$ cat src/rtl/pwrdn_seq_pkg.sv
package pwrdn_seq_pkg;

    typedef enum logic [1:0] {
        ST_RUN        = 2'd0,
        ST_ENTERING   = 2'd1,
        ST_DOWN       = 2'd2,
        ST_WAKE_COUNT = 2'd3
    } pds_state_e;

    // indices of the edge detectors in the top level
    localparam int EV_PIN_FALL  = 0;
    localparam int EV_PIN_RISE  = 1;
    localparam int EV_SW_RISE   = 2;
    localparam int EV_WAKE_RISE = 3;
    localparam int EV_COUNT     = 4;

endpackage

$ cat src/rtl/pwrdn_edge_det.sv
module pwrdn_edge_det #(
    parameter bit RISE     = 1'b1,
    parameter bit INIT_VAL = 1'b0
) (
    input  logic clk,
    input  logic rst_n,
    input  logic sig_in,
    output logic edge_pulse
);

    logic sig_q;

    always_ff @(posedge clk or negedge rst_n) begin
        if (!rst_n) begin
            sig_q <= INIT_VAL;
        end else begin
            sig_q <= sig_in;
        end
    end

    generate
        if (RISE) begin : g_rise
            assign edge_pulse = sig_in & ~sig_q;
        end else begin : g_fall
            assign edge_pulse = ~sig_in & sig_q;
        end
    endgenerate

endmodule

$ cat src/rtl/pwrdn_wake_timer.sv
module pwrdn_wake_timer #(
    parameter int RUN_WAIT  = 100,
    parameter int XTAL_WAIT = 4096
) (
    input  logic clk,
    input  logic rst_n,
    input  logic load,
    input  logic long_mode,
    input  logic count_en,
    output logic done
);

    localparam int CW = $clog2(XTAL_WAIT + 1);
    localparam logic [CW-1:0] SHORT_START = CW'(RUN_WAIT - 1);
    localparam logic [CW-1:0] LONG_START  = CW'(XTAL_WAIT - 1);

    logic [CW-1:0] remain;

    always_ff @(posedge clk or negedge rst_n) begin
        if (!rst_n) begin
            remain <= '0;
        end else if (load) begin
            remain <= long_mode ? LONG_START : SHORT_START;
        end else if (count_en && (remain != '0)) begin
            remain <= remain - 1'b1;
        end
    end

    assign done = (remain == '0);

endmodule

$ cat src/rtl/pwrdn_fsm.sv
module pwrdn_fsm
    import pwrdn_seq_pkg::*;
(
    input  logic       clk,
    input  logic       rst_n,
    input  logic       req_evt,
    input  logic       wake_evt,
    input  logic       enter_cmd,
    input  logic       timer_done,
    input  logic       xtal_stop,
    input  logic       ctx_clean,
    output pds_state_e state,
    output logic       timer_load,
    output logic       long_mode,
    output logic       sleep_irq,
    output logic       ctx_clear,
    output logic       core_hold,
    output logic       dormant_ack,
    output logic       osc_en
);

    pds_state_e next_state;
    logic       pending;
    logic       xtal_lat;
    logic       ctx_lat;
    logic       accept_entry;
    logic       release_now;

    assign accept_entry = (state == ST_RUN) && enter_cmd && pending;
    assign release_now  = (state == ST_WAKE_COUNT) && timer_done;

    // state register
    always_ff @(posedge clk or negedge rst_n) begin
        if (!rst_n) begin
            state <= ST_RUN;
        end else begin
            state <= next_state;
        end
    end

    // transitions
    always_comb begin
        next_state = state;
        timer_load = 1'b0;
        unique case (state)
            ST_RUN: begin
                if (accept_entry) next_state = ST_ENTERING;
            end
            ST_ENTERING: begin
                next_state = ST_DOWN;
            end
            ST_DOWN: begin
                if (wake_evt) begin
                    next_state = ST_WAKE_COUNT;
                    timer_load = 1'b1;
                end
            end
            ST_WAKE_COUNT: begin
                if (timer_done) next_state = ST_RUN;
            end
            default: next_state = ST_RUN;
        endcase
    end

    // request, configuration capture and pulse outputs
    always_ff @(posedge clk or negedge rst_n) begin
        if (!rst_n) begin
            pending   <= 1'b0;
            xtal_lat  <= 1'b0;
            ctx_lat   <= 1'b0;
            sleep_irq <= 1'b0;
            ctx_clear <= 1'b0;
        end else begin
            sleep_irq <= (state == ST_RUN) && req_evt;
            ctx_clear <= release_now && ctx_lat;
            if (accept_entry) begin
                pending  <= 1'b0;
                xtal_lat <= xtal_stop;
                ctx_lat  <= ctx_clean;
            end else if ((state == ST_RUN) && req_evt) begin
                pending <= 1'b1;
            end
        end
    end

    assign long_mode = xtal_lat;

    // state-decoded outputs
    always_comb begin
        core_hold   = 1'b1;
        dormant_ack = 1'b0;
        osc_en      = 1'b1;
        unique case (state)
            ST_RUN:        core_hold = 1'b0;
            ST_ENTERING:   core_hold = 1'b1;
            ST_DOWN: begin
                dormant_ack = 1'b1;
                osc_en      = ~xtal_lat;
            end
            ST_WAKE_COUNT: core_hold = 1'b1;
            default:       core_hold = 1'b0;
        endcase
    end

endmodule

$ cat src/rtl/pwrdn_sequencer.sv
module pwrdn_sequencer
    import pwrdn_seq_pkg::*;
#(
    parameter int RUN_WAIT  = 100,
    parameter int XTAL_WAIT = 4096
) (
    input  logic clk,
    input  logic rst_n,
    input  logic sleep_req_n,
    input  logic sw_force,
    input  logic wake_in,
    input  logic enter_cmd,
    input  logic xtal_stop,
    input  logic ctx_clean,
    output logic sleep_irq,
    output logic core_hold,
    output logic dormant_ack,
    output logic osc_en,
    output logic ctx_clear
);

    localparam logic [EV_COUNT-1:0] RISE_SEL = 4'b1110;
    localparam logic [EV_COUNT-1:0] INIT_SEL = 4'b0011;

    logic [EV_COUNT-1:0] ev_src;
    logic [EV_COUNT-1:0] ev_hit;
    logic       req_evt;
    logic       wake_evt;
    logic       timer_load;
    logic       long_mode;
    logic       timer_done;
    pds_state_e state;

    assign ev_src = {wake_in, sw_force, sleep_req_n, sleep_req_n};

    generate
        for (genvar i = 0; i < EV_COUNT; i++) begin : g_edge
            pwrdn_edge_det #(
                .RISE     (RISE_SEL[i]),
                .INIT_VAL (INIT_SEL[i])
            ) u_edge (
                .clk        (clk),
                .rst_n      (rst_n),
                .sig_in     (ev_src[i]),
                .edge_pulse (ev_hit[i])
            );
        end
    endgenerate

    assign req_evt  = ev_hit[EV_PIN_FALL] | ev_hit[EV_SW_RISE];
    assign wake_evt = ev_hit[EV_PIN_RISE] | ev_hit[EV_WAKE_RISE];

    pwrdn_fsm u_fsm (
        .clk         (clk),
        .rst_n       (rst_n),
        .req_evt     (req_evt),
        .wake_evt    (wake_evt),
        .enter_cmd   (enter_cmd),
        .timer_done  (timer_done),
        .xtal_stop   (xtal_stop),
        .ctx_clean   (ctx_clean),
        .state       (state),
        .timer_load  (timer_load),
        .long_mode   (long_mode),
        .sleep_irq   (sleep_irq),
        .ctx_clear   (ctx_clear),
        .core_hold   (core_hold),
        .dormant_ack (dormant_ack),
        .osc_en      (osc_en)
    );

    pwrdn_wake_timer #(
        .RUN_WAIT  (RUN_WAIT),
        .XTAL_WAIT (XTAL_WAIT)
    ) u_timer (
        .clk       (clk),
        .rst_n     (rst_n),
        .load      (timer_load),
        .long_mode (long_mode),
        .count_en  (state == ST_WAKE_COUNT),
        .done      (timer_done)
    );

endmodule

$ cat config.mk
export PLATFORM = sky130hd
export DESIGN_NAME = pwrdn_sequencer
export DESIGN_NICKNAME = d
export VERILOG_FILES = /design/src/rtl/pwrdn_seq_pkg.sv /design/src/rtl/pwrdn_edge_det.sv /design/src/rtl/pwrdn_wake_timer.sv /design/src/rtl/pwrdn_fsm.sv /design/src/rtl/pwrdn_sequencer.sv
export SDC_FILE = /design/constraint.sdc
export NUM_CORES = 1
export LEC_CHECK = 0
export BUFFER_PORTS_ARGS = -buffer_cell sky130_fd_sc_hd__buf_2
export CAP_MARGIN = 20
export CORE_MARGIN = 5
export CORE_UTILIZATION = 45
export CTS_BUF_LIST = sky130_fd_sc_hd__clkbuf_2 sky130_fd_sc_hd__clkbuf_4 sky130_fd_sc_hd__clkbuf_8
export DETAILED_ROUTE_END_ITERATION = 16
export PLACE_DENSITY = 0.74
export SLEW_MARGIN = 20
export SYNTH_ARGS = -nofsm -noshare
export SYNTH_HDL_FRONTEND = slang
export SYNTH_SLANG_ARGS = --single-unit
$ cat constraint.sdc
create_clock -name clk -period 1.85 [get_ports clk]
set_clock_uncertainty 0.1 [all_clocks]
set_input_delay 0.0925 -clock clk [delete_from_list [all_inputs] [get_ports clk]]
set_output_delay 0.0925 -clock clk [all_outputs]
set_load 0.01 [all_outputs]
* After elaboration in Yosys (flattened, before gate mapping)
Cells that the tools add are included.
** Storage, ports and cells
- Flip-flop bits (word level) :: 23
- Latch bits :: 0
- Memory bits (writable) :: 0
- Bits in read-only memories :: 0
- Input bits :: 8
- Output and inout port bits :: 5
- Logic and storage cells :: 54
- Memories :: 0
** Operators by class
- Add/subtract/negate cells :: 1
- Multipliers :: 0
- Divide/modulo/power cells :: 0
- Order comparisons :: 0
- Eq/ne operators :: 6
- Shifts and indexed selects :: 0
- Muxes and demuxes :: 14
- Bitwise operators :: 11
- Reduce and logical (&&, ||, !) cells :: 12
** Operator list (count)
- $mux 13 :: 2
- $logic_not 13->1 :: 1
- $reduce_bool 13->1 :: 1
- $sub 13x1->13 const B :: 1
- $mux 12 :: 1
- $pmux 2 s4 :: 1
- $mux 1 :: 7
- $logic_and 1x1->1 :: 6
- $mux 2 :: 3
- $not 1->1 :: 5
- $and 1x1->1 :: 4
- $eq 2x2->1 const B :: 2
- $ne 2x1->1 const B :: 2
- $reduce_bool 2->1 :: 2
- $reduce_and 3->1 :: 1
- $eq 2x1->1 const B :: 1
- $logic_not 2->1 :: 1
- $ne 2x2->1 const B :: 1
- $or 1x1->1 :: 2

* Depth between registers and ports, before layout
Gate-level depths: netlist of the first run.
- Word-level depth :: 6
- Gate-level depth with buffers :: 7

* Modules after synthesis
A second synthesis of the first run with hierarchy kept.
** Second synthesis, totals
- Cell total of the unflattened synthesis :: 123
- Area, all modules :: 1308.8 um2
** Modules (own cells, without submodules)
- pwrdn_wake_timer :: instances 1, cells each 83, area each 790.8 um2, sequential area each 325.3 um2
- pwrdn_fsm :: instances 1, cells each 29, area each 341.6 um2, sequential area each 175.2 um2
- pwrdn_edge_det (g_edge[0].u_edge ...) :: instances 2, cells each 2, area each 40.0 um2, sequential area each 26.3 um2
- pwrdn_edge_det (g_edge[2].u_edge ...) :: instances 2, cells each 2, area each 38.8 um2, sequential area each 25.0 um2
- pwrdn_sequencer :: instances 1, cells each 3, area each 18.8 um2, sequential area each 0.0 um2

* Least setup slack after synthesis of the first run
No wires, ideal clock.
- Path type :: register to register
- From :: register u_timer.remain[0]
- To :: register u_timer.remain[10]
- Setup time :: 118 ps
- Arrival time :: 1646 ps
- Data required time :: 1632 ps
- Path slack :: -14 ps
- Cell stages (with the launch flop) :: 7
- Buffers on the path :: 0
- Period minus slack after synthesis :: 1864 ps
- Cells stage by stage :: dfrtp_1 inv_1 ha_1 or4b_4 nor4_2 a31oi_1 o2bb2a_4
** On the way
- Cells in the longest elaborated chain, start to end :: 3
- Elaborated cells on any way between the ends :: 6
- Classes of those cells :: 1 x add/sub; 2 x mux; 3 x reduce/logical
** Ends and longest elaborated chain
- start: declaration :: line pwrdn_wake_timer.sv:17 : logic [CW-1:0] remain;
- start signal: assignment :: line pwrdn_wake_timer.sv:23 : remain <= long_mode ? LONG_START : SHORT_START;
- start signal: assignment :: line pwrdn_wake_timer.sv:25 : remain <= remain - 1'b1;
- $sub 13x1->13 or $reduce_bool 13->1 (tied branches) :: line pwrdn_wake_timer.sv:25, pwrdn_wake_timer.sv:24
- $mux 13 or $logic_and 1x1->1 (tied branches) :: line pwrdn_wake_timer.sv:24 : end else if (count_en && (remain != '0)) begin
- $mux 13 or $reduce_bool 2->1 (tied branches)
Several ways; a longest one is shown, not always the timed one. The select of a mux whose other input is x is not followed.
A chain may end at the register's enable or synchronous reset.

* Final worst setup path of the first run
- From :: register u_timer.remain[1]
- To :: register u_timer.remain[10]
Same word-level chain as after synthesis.

==> out/qor_table.md, run 1 <==
| Group | Item | This run |
| --- | --- | --- |
| run status | Status | complete, but fails checks |
| run status | Failing checks | negative setup slack |
| logic synthesis | Number of enable flip-flop cells after synthesis | 0 |
| detailed routing | Routed Antenna Nets | 0 |
| worst setup path | Kind of critical path | reg2reg |
| clock network | Clock tree from TritonCTS | done |
| worst setup path | Crit path DAT | 2090 ps |
| global route | Via count of the first global-routing pass | 1166 |
| timing | Final total negative setup slack | -417 ps |
| power | Power per unit of standard cell area | 1440 nW/um2 |
| logic synthesis | Most repeated cell in the gate-level netlist after synthesis | dfrtp_1 |
| clock network | Number of sinks driven by the clock tree | 23 |
| worst setup path | Critical-path top delay cell | or4b_4 |
| final layout | Synthesis-to-layout area growth | 32.5% |
| worst setup path | Critical R2R Launch | u_timer.remain[1] |
| power | Part of the total power dissipated in the clock network | 0.097 |
| logic synthesis | Netlist cell types | 45 |
| worst setup path | Data required time of the worst path | 1970 ps |
| clock network | Deepest clock path buffer count | 2 |
| logic synthesis | Post-synth top area share | 0.415 |
| power | Sequential share of power | 0.333 |
| floorplanning | Placement row count | 19 |
| floorplanning | IO Count | 13 |
| logic synthesis | Most common flop cell mapped by yosys | dfrtp_1 |
| timing | Setup repair after global routing missed its margin | yes |
| final layout | Combined area of the multi-input logic cells | 782 um2 |
| floorplanning | Vert. Die Dim | 64.3 um |
| logic synthesis | Cell type with the highest aggregate area in the netlist | dfrtp_1 |
| logic synthesis | Number of instances in the synthesized netlist | 130 |
| power | Power Internal | 1.53 mW |
| logic synthesis | Post-Syn Area | 1330 um2 |
| global route | Maximum number of pins on one net before global-route repair | 24 |
| logic synthesis | Nets in the synthesized netlist | 143 |
| power | Maximum vdd drop | 1240 uV |
| timing | Maximum clock frequency | 507 MHz |
| power | Psw | 1.01 mW |
| worst setup path | Critical Path Max Stage Delay | 500 ps |
| place | IO buf count | 12 |
| logic synthesis | Cell types with the largest area share after synthesis | dfrtp_1 (42%), ha_1 (4.7%), a21oi_1 (3.0%) |
| logic synthesis | Synth async-reset ratio | 1.00 |
| detailed routing | Number of detailed-route iterations in the first pass | 4 |
| detailed routing | Initial drt markers | 53 |
| logic synthesis | Yosys warning total | 0 |
| global route | Total congestion overflow | 0 |
| logic synthesis | Mean post-synth cell area | 10.2 um2 |
| timing | Crit path time final | 1970 ps |
| worst setup path | Kind of capture point of the worst setup path | register |
| floorplanning | Starting density of the core | 0.477 |
| detailed routing | Via-per-instance ratio | 5.70 |
| place | DP Cell Count | 183 |
| place | Placer Congestion | 0.892 |
| clock network | Number of H-tree levels | 1 |
| worst setup path | Critical path origin | u_timer.remain[1] |
| detailed routing | Vias | 1140 |
| logic synthesis | Seq/Total Area, Yosys | 0.435 |
| timing | Final hold violation count | 0 |
| power | Total leakage power | 0.757 nW |
| worst setup path | Sequence of cells on the critical path | inv_2, ha_2, or4b_4, nor4_4, a31oi_1, o2bb2a_4 |
| clock network | Total CTS buffers | 3 |
| global route | First-pass GRT wire length | 5410 um |
| final layout | Layout Utilization | 0.632 |
| detailed routing | Average wire per standard cell | 16.4 um |
| timing | Final Max Tran Viols | 0 |
| clock network | Clock latency on the worst-skew pair | 310 ps |
| power | Net switching share of the total power | 0.397 |
| clock network | Cell chosen for the clock root | clkbuf_4 |
| final layout | Layout filler cell count | 218 |
| clock network | Clock edge transition at the registers on the reported setup and hold paths | 120 ps |
| timing | Final setup violation count | 9 |
| worst setup path | Category of the worst setup path launch point | register |
| global route | Antenna violations before repair | 0 |
| final layout | Area taken by flip-flops and latches | 577 um2 |
| final layout | Antenna cell count | 0 |
| flow run | Total of max-cap violations | 0 |
| global route | Combined global-route utilization of all metal layers | 0.162 |
| detailed routing | Number of remaining DRC errors | 0 |
| final layout | Final cell count without fillers | 200 |
| timing | Share of the clock period used by the worst path after layout | 1.07 |
| timing | Post-route setup slack | -122 ps |
| hold path | Beginning of the worst hold path | enter_cmd |
| logic synthesis | Synth top cells by count | dfrtp_1 (22), inv_1 (10), nor2_1 (10) |
| timing | Slew of the pin with the lowest slew margin | 514 ps |
| timing | Worst hold slack | 77.4 ps |
| power | Combinational power share | 0.570 |
| hold path | Worst min path class | in2reg |
| worst setup path | Worst-path maximum fanout | 3 |
| final layout | Proportion of layout cells with a drive suffix above 1 | 0.367 |
| logic synthesis | Number of synthesized register bits | 23 |
| floorplanning | Full die area | 4130 um2 |
| final layout | Final-stage net count | 183 |
| timing | Relative slew margins | 0.658 |
| place | HPWL Detailed | 2230 um |
| floorplanning | Die Span X | 64.3 um |
| detailed routing | Final wirelength | 3290 um |
| floorplanning | Core region area | 2780 um2 |
## metal layers
layer / up-vias / track usage / routed length, um
met3: 7 / 0.0368 / 156
met2: 28 / 0.275 / 1640
met4: 0 / 0.0458 / 47
li1: 554 / - / -
met5: - / 0 / 0
met1: 551 / 0.204 / 1440
## logic make-up after synthesis
kind of cell,count (synthesis),share of synthesized area
and+or+nand+nor,49,0.239
AOI/OAI and AO/OA,33,0.190
DFF,23,0.435
buffers and inverters,15,0.0509
adders and majority gates,5,0.0472
muxes,3,0.0255
xor gates and xnor gates,2,0.0132
## area by class of cell
class	instances	area share
Multi-Input combinational cell	92	0.445
Sequential cell	23	0.328
Timing Repair Buffer	40	0.167
Tap cell	31	0.0221
Inverter	10	0.0214
Clock buffer	4	0.0171
## repair_timing
item                                    4_1_cts  5_1_grt
pin swaps                                     0        4
resized for setup                             8       13
buffers inserted                              4        2
hold buffers                                  6        0
endpoints found under the setup margin        8       15
gates cloned                                  1        0
endpoints found under the hold margin        29        0
## power groups by stage
stage	clock network, mW	registers, mW	logic [mW]
after global routing	0.277	0.862	1.58
final	0.246	0.845	1.45
after floorplan	0	0.813	0.745
after global placement	0	0.821	1.06
after CTS	0.254	0.828	1.25
after detailed placement	0	0.827	1.11
## stage by stage
step / area, um2 / total power [mW] / worst slack (ps)
after detailed placement: 1520 / 1.93 / -66.1
final: 1760 / 2.54 / -122
after global placement: 1520 / 1.88 / -11.8
after floorplan: 1340 / 1.56 / 8.30
after global routing: 1760 / 2.72 / -211
after CTS: 1680 / 2.34 / -26.6
## sequential cells by signal, indices dropped and copies added, names as in the netlist
signal and flops:
g_edge.u_edge.sig_q 3, u_fsm.ctx_lat 1, u_fsm.state 2, u_fsm.ctx_clear 1, u_timer.remain 13, u_fsm.long_mode 1
u_fsm.pending 1, u_fsm.sleep_irq 1
## path summary, 6_finish.rpt
path | endpoint | slack [ps] | cells after the start
setup / recovery | u_timer.remain[10] | -120 | 6
hold / removal | u_fsm.pending | 80 | 3
setup reg to reg | u_timer.remain[10] | -120 | 6
hold reg to reg | u_fsm.pending | 430 | 1
max in group asynchronous | g_edge[1].u_edge.sig_q | 1120 | 2
min in group asynchronous | u_fsm.ctx_lat | 170 | 2
## placed cells by master (no fill, tap or decap), types with 2 or more instances in the layout
cell type | Yosys | final
a21oi_1 | 8 | 8
a2bb2oi_1 | 2 | 2
a31oi_1 | 2 | 2
and3_1 | 3 | 3
buf_2 | 3 | 12
buf_4 | 0 | 20
buf_6 | 1 | 2
clkbuf_4 | 0 | 4
dfrtp_1 | 22 | 22
dlygate4sd3_1 | 0 | 6
ha_1 | 5 | 3
inv_1 | 10 | 8
inv_2 | 0 | 2
mux2_2 | 3 | 2
nand2_1 | 6 | 6
nand2b_1 | 3 | 3
nand3_1 | 4 | 4
nand4_1 | 2 | 2
nor2_1 | 10 | 10
nor2b_1 | 2 | 2
nor3_1 | 7 | 6
nor4_4 | 1 | 3
o21ai_1 | 0 | 2
o22a_1 | 2 | 2
o22ai_1 | 4 | 4
## worst max-delay path, delay by kind of cell (launching register included)
kind | cells | cell delay [ps]
compound gates | 2 | 370
flops | 1 | 430
buf+inv | 1 | 100
fa+ha+maj | 1 | 180
simple gates | 2 | 700
(Power assumes the default switching activity.)
==> run 2, diff against run 1 <==
- REMOVE_ABC_BUFFERS: not set -> 1
- SETUP_SLACK_MARGIN: not set -> 0.15
==> run 2 against run 1 <==
The flow still finishes with violations (negative setup slack). Flip-flop and latch count unchanged. Via count is 12% higher. Non-clock buffer count is 13 higher. Worst hold slack worse by 1.3 ps. Combinational power is 21% higher. Critical path depth did not move. Cell count grew 6.5%. Total power increased by 11%. Largest power group unchanged. Highest routed layer unchanged.
==> out/qor_table.md, run 2 (synthesis gave the netlist of run 1 again) <==
| Group | Item | This run | vs previous |
| --- | --- | --- | --- |
| run status | Status | complete, but fails checks | unchanged |
| run status | Failing checks | negative setup slack | unchanged |
| worst setup path | Kind of capture point of the worst setup path | register | unchanged |
| final layout | Final-stage net count | 196 | was 183 |
| place | IO buf count | 12 | unchanged |
| floorplanning | Starting density of the core | 0.477 | unchanged |
| detailed routing | Average wire per standard cell | 16.9 um | was 16.4 um |
| final layout | Area taken by flip-flops and latches | 578 um2 | was 577 um2 |
| place | Post-DP Area | 1580 um2 | was 1520 um2 |
| power | Power per unit of standard cell area | 1460 nW/um2 | was 1440 nW/um2 |
| detailed routing | Total length of routed met3 wires | 174 um | was 156 um |
| worst setup path | Data required time of the worst path | 1970 ps | about the same |
| place | Placer Congestion | 0.809 | was 0.892 |
| final layout | Final design instance area without fill | 1930 um2 | was 1760 um2 |
| clock network | Total CTS buffers | 3 | unchanged |
| power | Total Power Consumption | 2.81 mW | was 2.54 mW |
| place | DP Cell Count | 193 | was 183 |
| final layout | Most common cell after layout, fill and taps aside | buf_4 | was dfrtp_1 |
| worst setup path | Category of the worst setup path launch point | register | unchanged |
| detailed routing | Via-per-instance ratio | 6.02 | was 5.70 |
| floorplanning | Core region area | 2780 um2 | unchanged |
| final layout | Final cell count without fillers | 213 | was 200 |
| final layout | Layout Utilization | 0.693 | was 0.632 |
| detailed routing | Initial drt markers | 60 | was 53 |
| final layout | Combined area of the multi-input logic cells | 832 um2 | was 782 um2 |
| detailed routing | Met1 wire length | 1410 um | was 1440 um |
| detailed routing | Number of detailed-route iterations in the first pass | 4 | unchanged |
| timing | Relative slew margins | 0.662 | was 0.658 |
| global route | Via count of the first global-routing pass | 1254 | was 1166 |
| final layout | Antenna cell count | 0 | unchanged |
| floorplanning | Full die area | 4130 um2 | unchanged |
| timing | Crit path time final | 1930 ps | was 1970 ps |
| detailed routing | Routed Antenna Nets | 0 | unchanged |
| timing | Post-route setup slack | -78.5 ps | was -122 ps |
| clock network | Number of H-tree levels | 1 | unchanged |
| clock network | Number of sinks driven by the clock tree | 23 | unchanged |
| final layout | Most used cells in the layout excluding fill and tap cells | buf_4 (27), dfrtp_1 (21), buf_2 (12) | was dfrtp_1 (22), buf_4 (20), buf_2 (12), nor2_1 (10) |
| worst setup path | Critical Path Max Stage Delay | 490 ps | was 500 ps |
| place | HPWL Detailed | 2210 um | was 2230 um |
| floorplanning | IO Count | 13 | unchanged |
| clock network | Cell chosen for the clock root | clkbuf_4 | unchanged |
| detailed routing | Final wirelength | 3610 um | was 3290 um |
| global route | Antenna violations before repair | 0 | unchanged |
| global route | First-pass GRT wire length | 5490 um | was 5410 um |
| power | Sequential share of power | 0.288 | was 0.333 |
| detailed routing | Uppermost signal routing layer after detailed routing | met4 | unchanged |
| hold path | Worst min path class | in2reg | unchanged |
| timing | Final hold violation count | 0 | unchanged |
| timing | Slew of the pin with the lowest slew margin | 506 ps | was 514 ps |
| global route | Total congestion overflow | 0 | unchanged |
| power | Psw | 1.13 mW | was 1.01 mW |
| timing | Setup repair after global routing missed its margin | yes | unchanged |
| timing | Final total negative setup slack | -237 ps | was -417 ps |
| clock network | Clock edge transition at the registers on the reported setup and hold paths | 140 ps | was 120 ps |
| power | Total leakage power | 0.808 nW | was 0.757 nW |
| global route | Combined global-route utilization of all metal layers | 0.166 | was 0.162 |
| worst setup path | Kind of critical path | reg2reg | unchanged |
| worst setup path | Crit path DAT | 2050 ps | was 2090 ps |
| final layout | Layout filler cell count | 197 | was 218 |
| place | Worst setup timing slack at the placement stage | -167 ps | was -66.1 ps |
| clock network | Clock tree from TritonCTS | done | unchanged |
| final layout | Register bank with the most flops | u_timer.remain | unchanged |
| flow run | Total of max-cap violations | 0 | unchanged |
| timing | Share of the clock period used by the worst path after layout | 1.04 | was 1.07 |
| clock network | Deepest clock path buffer count | 2 | unchanged |
| worst setup path | Sequence of cells on the critical path | inv_2, ha_4, or4b_4, nor4_4, a31oi_1, o2bb2a_4 | was inv_2, ha_2, or4b_4, nor4_4, a31oi_1, o2bb2a_4 |
| final layout | Largest registers | u_timer.remain: 13 flops, g_edge.u_edge.sig_q: 3 flops, u_fsm.state: 2 flops | unchanged |
| power | Power Internal | 1.68 mW | was 1.53 mW |
| power | Net switching share of the total power | 0.402 | was 0.397 |
| detailed routing | Number of remaining DRC errors | 0 | unchanged |
| floorplanning | Vert. Die Dim | 64.3 um | unchanged |
| final layout | Number of flip-flops in the largest register | 13 | unchanged |
| detailed routing | Met2 Wirelength | 1870 um | was 1640 um |
| timing | Final Max Tran Viols | 0 | unchanged |
| power | Maximum vdd drop | 1170 uV | was 1240 uV |
| timing | Final setup violation count | 8 | was 9 |
| global route | Maximum number of pins on one net before global-route repair | 24 | unchanged |
| floorplanning | Placement row count | 19 | unchanged |
| clock network | Clock latency on the worst-skew pair | 320 ps | was 310 ps |
| final layout | Proportion of layout cells with a drive suffix above 1 | 0.467 | was 0.367 |
| timing | Worst hold slack | 76.1 ps | was 77.4 ps |
| worst setup path | Worst-path maximum fanout | 3 | unchanged |
| floorplanning | Die Span X | 64.3 um | unchanged |
| power | Combinational power share | 0.626 | was 0.570 |
| power | Part of the total power dissipated in the clock network | 0.086 | was 0.097 |
| detailed routing | Vias | 1282 | was 1140 |
| worst setup path | Critical-path top delay cell | or4b_4 | unchanged |
| timing | Maximum clock frequency | 519 MHz | was 507 MHz |
| final layout | Synthesis-to-layout area growth | 45.3% | was 32.5% |
## run 2: changes by cell type in the layout (fill, tap and decap cells not counted), moves of 2 or more
cell     delta
a21oi_1     -2
a21oi_2     +2
and3_1      -3
and3_4      +3
buf_4       +7
buf_6       +6
nor2_1      -2
nor2_4      +2
o21ai_1     -2
o21ai_2     +2
## run 2: power groups by stage
stage,sequential [mW],clock (mW),combinational [mW]
6_report,0.811,0.241,1.76
5_1_grt,0.827,0.273,1.88
4_1_cts,0.806,0.245,1.52
3_5_place_dp,0.804,0,1.25
3_3_place_gp,0.790,0,1.19
2_1_floorplan,0.810,0,0.701
## run 2: worst paths after layout
path	start	to	slack, ps	depth (start not counted)
min	enter_cmd	u_fsm.pending	80	3
max	u_timer.remain[1]	u_timer.remain[10]	-80	6
max in group asynchronous	rst_n	g_edge[1].u_edge.sig_q	1130	2
max reg2reg	u_timer.remain[1]	u_timer.remain[10]	-80	6
min reg2reg	g_edge[2].u_edge.sig_q	u_fsm.sleep_irq	420	2
min in group asynchronous	rst_n	u_timer.remain[4]	150	2
## run 2: layout make-up
| type | instances | area share |
|---|---|---|
| clock buffer | 3 | 0.0117 |
| timing repair buffer | 53 | 0.214 |
| inverter | 10 | 0.0195 |
| tap | 31 | 0.0201 |
| clock inverter | 1 | 0.00260 |
| multi-input combinational | 92 | 0.432 |
| sequential | 23 | 0.300 |
## run 2: metal layers
metal  vias to the layer above  global-route usage
met3                        21              0.0420
met1                       629               0.188
met5                         -                   0
li1                        586                   -
met4                         0              0.0891
met2                        46               0.281
## run 2: worst max-delay path, delay by kind of cell (launching register included)
family	cells	cell delay, ps
compound gates	2	380
simple gates	2	670
flops	1	420
buf+inv	1	120
fa+ha+maj	1	140
## run 2: timing repair
action / CTS / global route
pin swaps: 7 / 11
hold buffers: 6 / 0
gates resized for setup: 28 / 12
endpoints found under the hold margin: 29 / 0
buffers inserted: 6 / 4
setup endpoints to repair: 15 / 15
==> run 3, diff against run 2 <==
- ABC_AREA: not set -> 1
- CORE_UTILIZATION: 45 -> 50
- PLACE_DENSITY: 0.74 -> 0.8
==> run 3 against run 2 <==
The run now ends clean. Flip-flop and latch count is the same. Combinational power fell by 44%. Clock-buffer cell count stayed put. Setup slack gained 310 ps. Maximum frequency is 19% higher. Non-clock buffer count fell by 34. Routed wire length is 27% lower. Worst hold slack lost 41 ps. Synthesized area rose by 2.2%. Global-route usage fell by 0.78 points. Synthesized cell count increased by 45%. Sequential power is 5.2% lower.
==> out/qor_table.md, run 3 <==
| Group | Item | This run | vs previous |
| --- | --- | --- | --- |
| detailed routing | Final wirelength | 2640 um | was 3610 um |
| timing | Final setup violation count | 0 | was 8 |
| detailed routing | Number of detailed-route iterations in the first pass | 4 | unchanged |
| power | Maximum vdd drop | 954 uV | was 1170 uV |
| logic synthesis | Netlist cell types | 22 | was 45 |
| detailed routing | Vias | 1147 | was 1282 |
| worst setup path | Endpoint of the worst register-to-register path | u_timer.remain[12] | was u_timer.remain[10] |
| worst setup path | Critical R2R Launch | u_timer.remain[0] | was u_timer.remain[1] |
| logic synthesis | Most common flop cell mapped by yosys | dfrtp_1 | unchanged |
| global route | Combined global-route utilization of all metal layers | 0.158 | was 0.166 |
| logic synthesis | Synth async-reset ratio | 1.00 | unchanged |
| final layout | Layout filler cell count | 245 | was 197 |
| final layout | Largest registers | u_timer.remain: 13 flops, g_edge.u_edge.sig_q: 3 flops, u_fsm.state: 2 flops | unchanged |
| global route | Maximum number of pins on one net before global-route repair | 24 | unchanged |
| worst setup path | Capturing element of the worst setup path | u_timer.remain[12] | was u_timer.remain[10] |
| worst setup path | Data required time of the worst path | 1960 ps | was 1970 ps |
| final layout | Combined area of the multi-input logic cells | 664 um2 | was 832 um2 |
| logic synthesis | Number of enable flip-flop cells after synthesis | 0 | unchanged |
| floorplanning | Placement row count | 18 | was 19 |
| clock network | Total CTS buffers | 3 | unchanged |
| final layout | Area taken by flip-flops and latches | 577 um2 | was 578 um2 |
| worst setup path | Crit path DAT | 1730 ps | was 2050 ps |
| worst setup path | Category of the worst setup path launch point | register | unchanged |
| floorplanning | IO Count | 13 | unchanged |
| final layout | Proportion of layout cells with a drive suffix above 1 | 0.172 | was 0.467 |
| detailed routing | Number of remaining DRC errors | 0 | unchanged |
| global route | Total congestion overflow | 0 | unchanged |
| flow run | Total of max-cap violations | 0 | unchanged |
| clock network | Deepest clock path buffer count | 2 | unchanged |
| floorplanning | Full die area | 3850 um2 | was 4130 um2 |
| timing | Share of the clock period used by the worst path after layout | 0.874 | was 1.04 |
| run status | Status | finished, final reports clean | was complete, but fails checks |
| timing | Final hold violation count | 0 | unchanged |
| global route | Antenna violations before repair | 0 | unchanged |
| global route | Via count of the first global-routing pass | 1044 | was 1254 |
| power | Power per unit of standard cell area | 1290 nW/um2 | was 1460 nW/um2 |
| detailed routing | Average wire per standard cell | 11.0 um | was 16.9 um |
| final layout | Final-stage net count | 223 | was 196 |
| timing | Final total negative setup slack | 0 ps | was -237 ps |
| timing | Maximum clock frequency | 618 MHz | was 519 MHz |
| timing | Relative slew margins | 0.649 | was 0.662 |
| logic synthesis | Yosys warning total | 0 | unchanged |
| final layout | Number of flip-flops in the largest register | 13 | unchanged |
| clock network | Number of sinks driven by the clock tree | 23 | unchanged |
| detailed routing | Routed Antenna Nets | 0 | unchanged |
| floorplanning | Vert. Die Dim | 62.1 um | was 64.3 um |
| final layout | Antenna cell count | 0 | unchanged |
| timing | Final Max Tran Viols | 0 | unchanged |
| detailed routing | Initial drt markers | 33 | was 60 |
| floorplanning | Core region area | 2540 um2 | was 2780 um2 |
| final layout | Most common cell after layout, fill and taps aside | nand2_1 | was buf_4 |
| worst setup path | Kind of critical path | reg2reg | unchanged |
| worst setup path | Worst-case register-to-register setup slack | 230 ps | was -80 ps |
| worst setup path | Worst-path maximum fanout | 13 | was 3 |
| hold path | Worst min path class | in2reg | unchanged |
| timing | Slew of the pin with the lowest slew margin | 527 ps | was 506 ps |
| place | IO buf count | 12 | unchanged |
| place | Placer Congestion | 0.775 | was 0.809 |
| logic synthesis | Post-synth top area share | 0.406 | was 0.415 |
| logic synthesis | Cell types with the largest area share after synthesis | dfrtp_1 (41%), nand2_1 (17%), inv_1 (8.0%) | was dfrtp_1 (42%), ha_1 (4.7%), a21oi_1 (3.0%) |
| timing | Crit path time final | 1620 ps | was 1930 ps |
| global route | First-pass GRT wire length | 4490 um | was 5490 um |
| clock network | Clock tree from TritonCTS | done | unchanged |
| final layout | Synthesis-to-layout area growth | 14.3% | was 45.3% |
| logic synthesis | Mean post-synth cell area | 7.21 um2 | was 10.2 um2 |
| final layout | Most used cells in the layout excluding fill and tap cells | nand2_1 (62), inv_1 (28), dfrtp_1 (22), nor2_1 (20) | was buf_4 (27), dfrtp_1 (21), buf_2 (12) |
| floorplanning | Die Span X | 62.1 um | was 64.3 um |
| timing | Worst hold slack | 35.1 ps | was 76.1 ps |
| logic synthesis | Cell type with the highest aggregate area in the netlist | dfrtp_1 | unchanged |
| clock network | Clock latency on the worst-skew pair | 310 ps | was 320 ps |
| logic synthesis | Most repeated cell in the gate-level netlist after synthesis | nand2_1 | was dfrtp_1 |
| final layout | Register bank with the most flops | u_timer.remain | unchanged |
| clock network | Clock edge transition at the registers on the reported setup and hold paths | 130 ps | was 140 ps |
| logic synthesis | Number of instances in the synthesized netlist | 188 | was 130 |
| logic synthesis | Number of synthesized register bits | 23 | unchanged |
| logic synthesis | Seq/Total Area, Yosys | 0.426 | was 0.435 |
| floorplanning | Starting density of the core | 0.532 | was 0.477 |
| logic synthesis | Synth top cells by count | nand2_1 (63), inv_1 (29), dfrtp_1 (22) | was dfrtp_1 (22), inv_1 (10), nor2_1 (10) |
| detailed routing | Via-per-instance ratio | 4.80 | was 6.02 |
| clock network | Cell chosen for the clock root | clkbuf_4 | unchanged |
| logic synthesis | Post-Syn Area | 1360 um2 | was 1330 um2 |
| timing | Setup repair after global routing missed its margin | no | was yes |
| worst setup path | Kind of capture point of the worst setup path | register | unchanged |
| power | Total leakage power | 0.864 nW | was 0.808 nW |
| clock network | Number of H-tree levels | 1 | unchanged |
| worst setup path | Critical path origin | u_timer.remain[0] | was u_timer.remain[1] |
| worst setup path | Path depth of the worst reg2reg path | 9 | was 6 |
| place | HPWL Detailed | 1860 um | was 2210 um |
-- run 3: cell count changes in the layout (fill, tap and decap cells not counted), sizes merged, moves of 4 or more --
cell | before | now
o21ai | 3 | 15
buf | 47 | 13
nor4 | 4 | 0
a21oi | 8 | 1
inv | 10 | 30
nor3 | 7 | 0
nand3 | 4 | 14
nand2 | 6 | 69
nor2 | 10 | 24
-- run 3: timing repair --
item	4_1_cts	5_1_grt
setup buffers	0	0
endpoints found under the hold margin	29	0
setup endpoints to repair	0	9
gates resized for setup	0	6
hold buffers	6	0
-- run 3: kinds of logic after synthesis --
group                    synth area share
flip-flops                          0.426
AO/OA/AOI/OAI                      0.0720
buffers and inverters              0.0951
adder cells (fa/ha/maj)            0.0462
AND/OR/NAND/NOR                     0.361
-- run 3: layout make-up --
| type | instances | area share |
|---|---|---|
| Clock buffer | 3 | 0.0145 |
| Clock inverter | 1 | 0.00323 |
| Inverter | 30 | 0.0743 |
| Multi-Input combinational cell | 133 | 0.429 |
| Sequential cell | 23 | 0.372 |
| Tap cell | 30 | 0.0242 |
| Timing Repair Buffer | 19 | 0.0824 |
-- run 3: how the worst min path moves through the flow --
stage / start / endpoint / slack (ps) / cells past startpoint
after floorplan: rst_n / g_edge[2].u_edge.sig_q / -300 / 0
after global placement: rst_n / u_timer.remain[6] / -2 / 1
after detailed placement: rst_n / u_timer.remain[9] / 4 / 1
after CTS: enter_cmd / u_fsm.long_mode / 20 / 4
after global routing: enter_cmd / u_fsm.long_mode / 40 / 4
final: enter_cmd / u_fsm.long_mode / 40 / 4
-- run 3: worst max-delay path: stages, from the launching register on --
cell and delay (ps):
dfrtp_1 390, inv_1 130, ha_1 180, nand2_1 50, nor2_1 120, nand2_2 90
nand2_4 100, nand2_4 140, inv_4 120, o21ai_0 90
-- run 3: power breakdown --
group	total [mW]	internal [mW]	leakage (nW)	switching [mW]
Combinational	0.989	0.348	0.563	0.640
Sequential	0.769	0.653	0.283	0.116
Clock	0.236	0.0808	0.0177	0.155
Total	1.99	1.08	0.864	0.912
-- run 3: through the flow --
step	area, um2	total power [mW]	std cells	setup slack, ps	util
3_5_place_dp	1440	1.72	229	187	0.567
2_1_floorplan	1340	1.49	186	205	-
3_3_place_gp	1440	1.70	229	239	0.567
6_report	1550	1.99	239	232	0.609
4_1_cts	1530	1.99	239	158	0.602
5_1_grt	1550	2.20	239	147	0.609
-- run 3: layer usage --
| metal | wire length (um) | up-vias | global-route usage |
|---|---|---|---|
| li1 | - | 618 | - |
| met4 | 0 | 0 | 0.0364 |
| met1 | 1220 | 504 | 0.203 |
| met5 | 0 | - | 0 |
| met2 | 1280 | 25 | 0.269 |
| met3 | 134 | 0 | 0.0351 |
